<file path="config.mk">
export PLATFORM = sky130hd
export DESIGN_NAME = dramPageSeq
export DESIGN_NICKNAME = d
export VERILOG_FILES = /design/src/rtl/dpsPkg.sv /design/src/rtl/dpsRefreshTimer.sv /design/src/rtl/dpsDatapath.sv /design/src/rtl/dpsControl.sv /design/src/rtl/dramPageSeq.sv
export SDC_FILE = /design/constraint.sdc
export NUM_CORES = 1
export LEC_CHECK = 0
export ABC_AREA = 1
export BUFFER_PORTS_ARGS = -buffer_cell sky130_fd_sc_hd__buf_4
export CAP_MARGIN = 30
export CORE_MARGIN = 5
export CORE_UTILIZATION = 51
export DETAILED_ROUTE_END_ITERATION = 6
export PLACE_DENSITY = 0.79
export SYNTH_ARGS = -nofsm -noshare
export SYNTH_HDL_FRONTEND = slang
export SYNTH_SLANG_ARGS = --single-unit
</file>
<file path="constraint.sdc">
create_clock -name clk -period 1.9 [get_ports clk]
set_input_delay 0.57 -clock clk [delete_from_list [all_inputs] [get_ports clk]]
set_output_delay 0.57 -clock clk [all_outputs]
set_load 0.005 [all_outputs]
</file>
<file path="src/rtl/dpsPkg.sv">
package dpsPkg;

  typedef enum logic [3:0] {
    ST_IDLE,
    ST_R_PRE, ST_R_ROW, ST_R_COL, ST_R_HOLD, ST_R_DONE,
    ST_P_PRE, ST_P_COL, ST_P_HOLD, ST_P_DONE,
    ST_F_PRE, ST_F_CAS, ST_F_RAS, ST_F_HOLD, ST_F_END
  } seqState_e;

  // strobes from control to datapath
  typedef struct packed {
    logic latchReq;   // capture request fields
    logic openRow;    // record the row now strobed
    logic closeRow;   // forget the open row
    logic selCol;     // drive column half of address
    logic capture;    // capture read data
    logic pageStart;  // first tick of a column-only cycle
  } dpStrobe_t;

endpackage

</file>
<file path="src/rtl/dpsRefreshTimer.sv">
module dpsRefreshTimer #(
  parameter int INTERVAL = 128
) (
  input  logic clk,
  input  logic rstN,
  input  logic refAck,
  output logic refPending
);
  localparam int CNT_W = $clog2(INTERVAL);

  logic [CNT_W-1:0] tickCnt;
  logic             wrapNow;

  assign wrapNow = (tickCnt == CNT_W'(INTERVAL - 1));

  always_ff @(posedge clk) begin
    if (!rstN) begin
      tickCnt    <= '0;
      refPending <= 1'b0;
    end else begin
      tickCnt <= wrapNow ? '0 : tickCnt + 1'b1;
      if (wrapNow)     refPending <= 1'b1;
      else if (refAck) refPending <= 1'b0;
    end
  end

  // a waiting refresh survives until the control acknowledges it
  a_r8_pending_held: assert property (@(posedge clk) disable iff (!rstN)
    (refPending && !refAck) |=> refPending);

endmodule

</file>
<file path="src/rtl/dpsDatapath.sv">
module dpsDatapath
  import dpsPkg::*;
#(
  parameter int ADDR_W = 16,
  parameter int DATA_W = 8,
  parameter int COL_W  = 8
) (
  input  logic              clk,
  input  logic              rstN,
  input  dpStrobe_t         strobe,
  input  logic [ADDR_W-1:0] reqAddr,
  input  logic [DATA_W-1:0] reqWdata,
  input  logic              reqWrite,
  input  logic [DATA_W-1:0] dramDqIn,
  output logic              pageMatch,
  output logic              rowOpen,
  output logic              isWrite,
  output logic [((ADDR_W-COL_W) > COL_W ? (ADDR_W-COL_W) : COL_W)-1:0] dramAddr,
  output logic [DATA_W-1:0] dramDqOut,
  output logic [DATA_W-1:0] respRdata
);
  localparam int ROW_W = ADDR_W - COL_W;
  localparam int MUX_W = (ROW_W > COL_W) ? ROW_W : COL_W;

  logic [ADDR_W-1:0] addrQ;
  logic [DATA_W-1:0] wdataQ;
  logic [DATA_W-1:0] rdataQ;
  logic [ROW_W-1:0]  openRowQ;
  logic              rowOpenQ;
  logic              writeQ;
  logic [MUX_W-1:0]  rowMux;
  logic [MUX_W-1:0]  colMux;

  always_ff @(posedge clk) begin
    if (!rstN) begin
      addrQ    <= '0;
      wdataQ   <= '0;
      writeQ   <= 1'b0;
      rdataQ   <= '0;
      openRowQ <= '0;
      rowOpenQ <= 1'b0;
    end else begin
      if (strobe.latchReq) begin
        addrQ  <= reqAddr;
        wdataQ <= reqWdata;
        writeQ <= reqWrite;
      end
      if (strobe.closeRow) rowOpenQ <= 1'b0;
      else if (strobe.openRow) begin
        rowOpenQ <= 1'b1;
        openRowQ <= addrQ[ADDR_W-1:COL_W];
      end
      if (strobe.capture) rdataQ <= dramDqIn;
    end
  end

  generate
    if (ROW_W == MUX_W) begin : g_rowFull
      assign rowMux = addrQ[ADDR_W-1:COL_W];
    end else begin : g_rowPad
      assign rowMux = {{(MUX_W-ROW_W){1'b0}}, addrQ[ADDR_W-1:COL_W]};
    end
    if (COL_W == MUX_W) begin : g_colFull
      assign colMux = addrQ[COL_W-1:0];
    end else begin : g_colPad
      assign colMux = {{(MUX_W-COL_W){1'b0}}, addrQ[COL_W-1:0]};
    end
  endgenerate

  assign pageMatch = rowOpenQ && (reqAddr[ADDR_W-1:COL_W] == openRowQ);
  assign rowOpen   = rowOpenQ;
  assign isWrite   = writeQ;
  assign dramAddr  = strobe.selCol ? colMux : rowMux;
  assign dramDqOut = wdataQ;
  assign respRdata = rdataQ;

  // a column-only cycle may only begin on the row still held open
  a_r3_page_on_open_row: assert property (@(posedge clk) disable iff (!rstN)
    strobe.pageStart |-> (rowOpenQ && addrQ[ADDR_W-1:COL_W] == openRowQ));

endmodule

</file>
<file path="src/rtl/dpsControl.sv">
module dpsControl
  import dpsPkg::*;
(
  input  logic      clk,
  input  logic      rstN,
  input  logic      reqValid,
  input  logic      reqSync,
  input  logic      pageHint,
  input  logic      pageMatch,
  input  logic      rowOpen,
  input  logic      isWrite,
  input  logic      refPending,
  output logic      reqReady,
  output logic      respValid,
  output logic      refAck,
  output dpStrobe_t strobe,
  output logic      dramRasN,
  output logic      dramCasN,
  output logic      dramWeN,
  output logic      dramDqOe
);
  seqState_e state, stateN;
  logic accept, goPage, inAccess, colLow;

  assign reqReady = (state == ST_IDLE) && !refPending;
  assign accept   = reqReady && reqValid;
  assign goPage   = pageHint && !reqSync && pageMatch;
  assign refAck   = (state == ST_IDLE) && refPending;

  always_comb begin
    stateN = state;
    case (state)
      ST_IDLE: begin
        if (refPending)    stateN = ST_F_PRE;
        else if (reqValid) stateN = goPage ? ST_P_PRE : ST_R_PRE;
      end
      ST_R_PRE:  stateN = ST_R_ROW;
      ST_R_ROW:  stateN = ST_R_COL;
      ST_R_COL:  stateN = ST_R_HOLD;
      ST_R_HOLD: stateN = ST_R_DONE;
      ST_R_DONE: stateN = ST_IDLE;
      ST_P_PRE:  stateN = ST_P_COL;
      ST_P_COL:  stateN = ST_P_HOLD;
      ST_P_HOLD: stateN = ST_P_DONE;
      ST_P_DONE: stateN = ST_IDLE;
      ST_F_PRE:  stateN = ST_F_CAS;
      ST_F_CAS:  stateN = ST_F_RAS;
      ST_F_RAS:  stateN = ST_F_HOLD;
      ST_F_HOLD: stateN = ST_F_END;
      ST_F_END:  stateN = ST_IDLE;
      default:   stateN = ST_IDLE;
    endcase
  end

  always_ff @(posedge clk) begin
    if (!rstN) state <= ST_IDLE;
    else       state <= stateN;
  end

  always_comb begin
    inAccess = (state inside {ST_R_PRE, ST_R_ROW, ST_R_COL, ST_R_HOLD, ST_R_DONE,
                              ST_P_PRE, ST_P_COL, ST_P_HOLD, ST_P_DONE});
    colLow   = (state inside {ST_R_COL, ST_R_HOLD, ST_R_DONE,
                              ST_P_COL, ST_P_HOLD, ST_P_DONE});

    strobe.latchReq  = accept;
    strobe.openRow   = (state == ST_R_ROW);
    strobe.closeRow  = (state == ST_R_PRE) || (state == ST_F_PRE);
    strobe.selCol    = colLow || (state == ST_P_PRE);
    strobe.capture   = (state == ST_R_HOLD) || (state == ST_P_HOLD);
    strobe.pageStart = (state == ST_P_PRE);

    dramRasN = !((state inside {ST_R_ROW, ST_R_COL, ST_R_HOLD, ST_R_DONE,
                                ST_P_PRE, ST_P_COL, ST_P_HOLD, ST_P_DONE,
                                ST_F_RAS, ST_F_HOLD})
                 || ((state == ST_IDLE) && rowOpen));
    dramCasN = !(colLow || (state inside {ST_F_CAS, ST_F_RAS, ST_F_HOLD}));
    dramWeN  = !(colLow && isWrite);
    dramDqOe = inAccess && isWrite;
    respValid = (state == ST_R_DONE) || (state == ST_P_DONE);
  end

  // the response strobe lasts one cycle
  a_r2_resp_single: assert property (@(posedge clk) disable iff (!rstN)
    respValid |=> !respValid);
  // opcode fetches always enter the full cycle
  a_r5_sync_full: assert property (@(posedge clk) disable iff (!rstN)
    (accept && reqSync) |=> (state == ST_R_PRE));
  // without the hint the full cycle is used
  a_r4_nohint_full: assert property (@(posedge clk) disable iff (!rstN)
    (accept && !pageHint) |=> (state == ST_R_PRE));
  // a finished refresh leaves no row open
  a_r9_refresh_closes: assert property (@(posedge clk) disable iff (!rstN)
    (state == ST_F_END) |=> !rowOpen);

endmodule

</file>
<file path="src/rtl/dramPageSeq.sv">
module dramPageSeq
  import dpsPkg::*;
#(
  parameter int ADDR_W       = 16,
  parameter int DATA_W       = 8,
  parameter int COL_W        = 8,
  parameter int REF_INTERVAL = 128,
  localparam int MUX_W = ((ADDR_W-COL_W) > COL_W) ? (ADDR_W-COL_W) : COL_W
) (
  input  logic              clk,
  input  logic              rstN,
  input  logic              reqValid,
  output logic              reqReady,
  input  logic              reqWrite,
  input  logic [ADDR_W-1:0] reqAddr,
  input  logic [DATA_W-1:0] reqWdata,
  input  logic              reqSync,
  input  logic              pageHint,
  output logic              respValid,
  output logic [DATA_W-1:0] respRdata,
  output logic              dramRasN,
  output logic              dramCasN,
  output logic              dramWeN,
  output logic [MUX_W-1:0]  dramAddr,
  output logic [DATA_W-1:0] dramDqOut,
  output logic              dramDqOe,
  input  logic [DATA_W-1:0] dramDqIn
);
  dpStrobe_t strobe;
  logic pageMatch, rowOpen, isWrite, refPending, refAck;

  dpsRefreshTimer #(.INTERVAL(REF_INTERVAL)) i_timer (
    .clk(clk), .rstN(rstN), .refAck(refAck), .refPending(refPending)
  );

  dpsControl i_ctrl (
    .clk(clk), .rstN(rstN), .reqValid(reqValid), .reqSync(reqSync),
    .pageHint(pageHint), .pageMatch(pageMatch), .rowOpen(rowOpen),
    .isWrite(isWrite), .refPending(refPending), .reqReady(reqReady),
    .respValid(respValid), .refAck(refAck), .strobe(strobe),
    .dramRasN(dramRasN), .dramCasN(dramCasN), .dramWeN(dramWeN),
    .dramDqOe(dramDqOe)
  );

  dpsDatapath #(.ADDR_W(ADDR_W), .DATA_W(DATA_W), .COL_W(COL_W)) i_dp (
    .clk(clk), .rstN(rstN), .strobe(strobe), .reqAddr(reqAddr),
    .reqWdata(reqWdata), .reqWrite(reqWrite), .dramDqIn(dramDqIn),
    .pageMatch(pageMatch), .rowOpen(rowOpen), .isWrite(isWrite),
    .dramAddr(dramAddr), .dramDqOut(dramDqOut), .respRdata(respRdata)
  );

  // the write strobe only appears under an active row strobe
  a_r7_we_under_ras: assert property (@(posedge clk) disable iff (!rstN)
    !dramWeN |-> !dramRasN);

endmodule

</file>
---- Word level (Yosys, flattened, before mapping) ----
Index checks and enable logic that the tools add are counted.
operators by class
  add/sub/neg operators ................... 1
  eq/ne operators ......................... 16
  mux-type cells .......................... 7
  bitwise gates (word level) .............. 2
  reduce and logical (&&, ||, !) cells .... 29
operators by type and width
  kind                                                             count
  4-bit case mux with 12 select lines                              1
  4-bit == test, second input constant                             6
  4-bit by 3-bit == test with 1-bit output, second input constant  4
  10-bit nonzero test                                              1
  1-bit logical AND                                                9
  9-bit nonzero test                                               1
  4-bit by 2-bit == test with 1-bit output, second input constant  2
  8-bit == test                                                    1
  4-bit 2-to-1 mux                                                 2
  8-bit 2-to-1 mux                                                 1
  7-bit by 1-bit adder with 7-bit output, second input constant    1
  7-bit == test, second input constant                             1
  1-bit logical OR                                                 6
  6-bit nonzero test                                               1
  1-bit zero test                                                  5
  4-bit by 1-bit == test with 1-bit output, second input constant  1
  4-bit zero test                                                  1
  2-bit OR reduction                                               2
  3-bit 2-to-1 mux                                                 1
  3-bit != test, second input constant                             1
  3-bit nonzero test                                               1
  1-bit 2-to-1 mux                                                 2
  1-bit NOT                                                        2
  2-bit AND reduction                                              1
  2-bit nonzero test                                               1
storage, ports and cells
  bits in registers ....................... 54
  bits of input ports ..................... 38
  output and inout bits ................... 30

---- Logic depth before layout (Yosys ltp) ----
  depth in word-level cells ............... 7
  mapped depth ............................ 9
  mapped depth without buffers ............ 9

---- Hierarchy ----
Synthesis repeated with hierarchy kept, for this count alone.
unflattened totals
  cells, all modules ...................... 351
  area total of the unflattened synthesis .. 2448.6 sq um
by module, submodules not included
  module           instances  cells an instance  area each (sq um)  seq. area each (sq um)
  dpsDatapath      1          224                1676.6             840.8
  dpsControl       1          85                 436.7              80.1
  dpsRefreshTimer  1          42                 335.3              160.2

---- Worst setup path after synthesis ----
No wires, ideal clock.
  path kind ............................... register to output
  start ................................... reg i_ctrl.state[3]
  end ..................................... out dramAddr[5]
  data arrival time ....................... 1.147 ns
  data required time ...................... 1.330 ns
  setup slack ............................. 0.183 ns
  stages on the path, launching flop included .. 8
  path buffers ............................ 2
  cell sequence ........................... dfxtp_1 -> buf_6 -> nor2_4 -> inv_2 -> o21ai_2 -> buf_4 -> nand2_1 -> o21ai_0
between the ends
  longest elaborated chain between the ends .. 4
ends and longest elaborated chain
  element                                                                 RTL line           text
  start, declared                                                         dpsControl.sv:22   seqState_e state, stateN;
  start signal, assigned                                                  dpsControl.sv:57   else state <= stateN;
  4-bit by 2-bit == test with 1-bit output, or another cell as far along  dpsControl.sv:63   colLow = (state inside {ST_R_COL, ST_R_HOLD, ST_R_DONE,
  6-bit nonzero test                                                      dpsControl.sv:63
  1-bit logical OR (*)                                                    dpsControl.sv:69   strobe.selCol = colLow || (state == ST_P_PRE);
  8-bit 2-to-1 mux (*)                                                    dpsDatapath.sv:73  assign dramAddr = strobe.selCol ? colMux : rowMux;
  end, declared                                                           dramPageSeq.sv:24  output logic [MUX_W-1:0] dramAddr,
Every way passes the cells marked *; elsewhere a longest branch is shown, timed or not.

---- Worst setup path after layout ----
  start ................................... reg i_ctrl.state[2]
  end ..................................... out dramAddr[3]
The elaborated chain is that of the path after synthesis.

==> impl_metrics.sql <==
INSERT INTO impl_metrics (metric_group, metric, value, unit) VALUES
('outcome', 'status', 'finished with violations', ''),
('outcome', 'violations', 'negative setup slack', ''),
('synth', 'yosysWarnings', '0', ''),
('clock_tree', 'ctsLongestPathBuffers', '2', ''),
('finish', 'mostFrequentLayoutCells', 'buf_4 (74), nor2_1 (66), dfxtp_1 (51), inv_1 (33), nand2_1 (32)', ''),
('timing', 'worst_max_slew_margin_expressed_relative_to_the_limit', '0.6731', ''),
('clock_tree', 'cts_hold_buf', '0', ''),
('clock_tree', 'clk_pin_slew_worst_paths', '90', 'ps'),
('finish', 'layout.cells.non_filler', '439', ''),
('clock_tree', 'inserted_clock_buffers', '5', ''),
('timing', 'maxSlewViolCount', '0', ''),
('power_and_ir_drop', 'power.static_leakage', '0.001361', 'uW'),
('detailed_routing', 'avgRoutedWirePerCell', '13.04', 'um'),
('worst_setup_path', 'type_of_origin_of_the_critical_path', 'register', ''),
('placement', 'io_port_bufs', '67', ''),
('worst_setup_path', 'critPathCaptureType', 'output pin', ''),
('worst_setup_path', 'worstPathMaxFanout', '16', ''),
('timing', 'period_needed', '2011', 'ps'),
('floorplan', 'floorplan.die.height', '78.06', 'um'),
('floorplan', 'placeableCoreArea', '4414', 'um^2'),
('timing', 'clock.fmax', '0.4973', 'GHz'),
('detailed_routing', 'drc', '0', ''),
('synth', 'ys.flop_type', 'dfxtp_1', ''),
('global_routing', 'first_pass_grt_wire_length', '9280', 'um'),
('detailed_routing', 'drt_pre_antenna_iters', '5', ''),
('synth', 'avgSynthCellArea', '7.499', 'um^2'),
('placement', 'place.detailed.instances', '427', ''),
('power_and_ir_drop', 'comb_power_share', '0.231', ''),
('global_routing', 'gr-usage-all-layers', '0.1864', ''),
('finish', 'final_util', '0.7018', ''),
('clock_tree', 'tritoncts_num_sinks', '54', ''),
('global_routing', 'grt_pass1_vias', '2147', ''),
('synth', 'netlist_instances', '315', ''),
('power_and_ir_drop', 'worst_supply_voltage_drop_on_vdd', '0.6549', 'mV'),
('clock_tree', 'cts_htree_levels', '2', ''),
('timing', 'finClkSkew', '9.321', 'ps'),
('worst_setup_path', 'crit_required', '1330', 'ps'),
('timing', 'finalHoldViolCount', '0', ''),
('synth', 'mappedNetlistNets', '354', ''),
('power_and_ir_drop', 'net_sw_frac', '0.2791', ''),
('worst_setup_path', 'signal_arrival_time_at_the_worst_endpoint', '1440', 'ps'),
('floorplan', 'num_io_pins', '68', ''),
('detailed_routing', 'detail-route-antenna-nets', '0', ''),
('global_routing', 'antenna_found_initial', '0', ''),
('synth', 'number_of_storage_elements_in_the_synthesis_netlist', '54', ''),
('detailed_routing', 'routed_wl', '5724', 'um'),
('global_routing', 'grt_start_max_net_pins', '34', ''),
('floorplan', 'floorplan.die_area', '6093', 'um^2'),
('synth', 'asyncSetResetFlopFracSynth', '0', ''),
('finish', 'finalNetCount', '425', ''),
('synth', 'synth-seq-area-share', '0.4576', ''),
('detailed_routing', 'vias_per_cell', '5.084', ''),
('global_routing', 'global_route.overflow_total', '0', ''),
('clock_tree', 'cts_tree', 'built', ''),
('worst_hold_path', 'holdCritPathClass', 'register to register', ''),
('floorplan', 'start_util', '0.5351', ''),
('placement', 'post_detail_place_hpwl', '3982', 'um'),
('finish', 'post_route_cells_drive_above_1_share', '0.2713', ''),
('timing', 'grt_setup_unrepaired', 'true', ''),
('finish', 'nFillCells', '360', ''),
('clock_tree', 'root_buffer', 'clkbuf_8', ''),
('timing', 'finalSetupViolations', '12', ''),
('timing', 'worst_slew_pin_slew', '489.0', 'ps'),
('timing', 'minimum_setup_slack_in_the_final_design', '-111.0', 'ps'),
('floorplan', 'num_rows', '24', ''),
('floorplan', 'die_w', '78.06', 'um'),
('worst_setup_path', 'critical_path_class', 'register to output pin', ''),
('timing', 'final.period_utilization', '1.058', ''),
('power_and_ir_drop', 'power.density', '860.5', 'nW/um^2'),
('power_and_ir_drop', 'power.net_switching', '743.9', 'uW'),
('power_and_ir_drop', 'power_frac_clock', '0.281', '');
-- area by class of cell --
type | count | area, um^2 | area share
clock buffer | 6 | 72.57 | 0.02342
clock inverter | 2 | 37.54 | 0.01212
inverter | 36 | 140.1 | 0.04523
multi-input combinational | 212 | 1097 | 0.3542
sequential | 54 | 1087 | 0.3510
tap | 52 | 65.06 | 0.02100
timing repair buffer | 77 | 598.1 | 0.1931
-- repair_timing --
action,in CTS,in global routing
endpoints found under the setup margin,14,14
pin swaps,3,2
buffers inserted,3,2
gates resized for setup,20,7
-- power groups by stage --
stage,Combinational (uW),Clock (uW),Sequential [uW]
6_report,615,749,1300
3_3_place_gp,566,0,1320
2_1_floorplan,368,0,1320
5_1_grt,694,819,1310
3_5_place_dp,578,0,1330
4_1_cts,605,772,1300
-- final timing paths --
check                 endpoint  cells after the start         startpoint  slack, ps
max                dramAddr[3]                      7    i_ctrl.state[2]       -110
max reg2reg  i_dp.respRdata[4]                      6    i_ctrl.state[1]        200
min reg2reg  i_dp.respRdata[6]                      2  i_dp.respRdata[6]        450
min          i_dp.respRdata[6]                      2  i_dp.respRdata[6]        450
-- state kept, by name, summed over array words and instances (netlist names) --
name                flops
i_dp.addrQ             16
i_dp.dramDqOut          8
i_dp.openRowQ           8
i_dp.respRdata          8
i_timer.tickCnt         7
i_ctrl.state            4
i_dp.isWrite            1
i_dp.rowOpen            1
i_timer.refPending      1
-- routing by layer --
| metal | GRT usage | vias up | wire length, um |
|---|---|---|---|
| met2 | 0.3228 | 81 | 2719 |
| met1 | 0.2140 | 990 | 2400 |
| li1 | - | 1151 | - |
| met5 | 0 | - | 0 |
| met4 | 0.06081 | 0 | 84 |
| met3 | 0.06407 | 10 | 521 |
-- cell families (layout without fill, tap and decap cells) --
kind of cell | after synthesis | count (layout) | synth area share
buf+inv | 49 | 121 | 0.1033
simple gates | 116 | 116 | 0.2092
xor+xnor | 9 | 9 | 0.03337
fa+ha+maj | 1 | 1 | 0.005296
flops | 54 | 54 | 0.4576
compound gates | 86 | 86 | 0.1912
-- stage by stage --
step / area [um^2] / hold WS (ps) / TNS (ps) / setup WS (ps)
6_report: 3098 / 447.0 / -985.7 / -111.0
3_5_place_dp: 2872 / 436.8 / -231.1 / -62.33
2_1_floorplan: 2362 / 417.5 / 0 / 183.1
5_1_grt: 3098 / 465.8 / -2102 / -208.1
3_3_place_gp: 2872 / 432.4 / 0 / 52.42
4_1_cts: 3057 / 451.6 / -970.6 / -123.3
-- critical path, stage by stage, from the launching register on --
cell	delay [ps]
dfxtp_4	390
nor2_4	110
inv_2	60
o21ai_4	160
buf_12	150
nand2_1	60
o21ai_1	70
buf_4	120
-- synthesized netlist by cell type (4+ instances only) --
master / number / area (um^2)
a21oi_1: 26 / 130.1
inv_1: 34 / 127.6
dfxtp_1: 54 / 1081
xnor2_1: 7 / 61.31
nand2_1: 35 / 131.4
buf_6: 4 / 45.04
nor2_1: 67 / 251.5
clkbuf_1: 4 / 15.01
o21ai_1: 12 / 60.06
nand3_1: 6 / 30.03
o21ai_0: 39 / 195.2
Note: power is estimated with default switching activity, not from simulation.
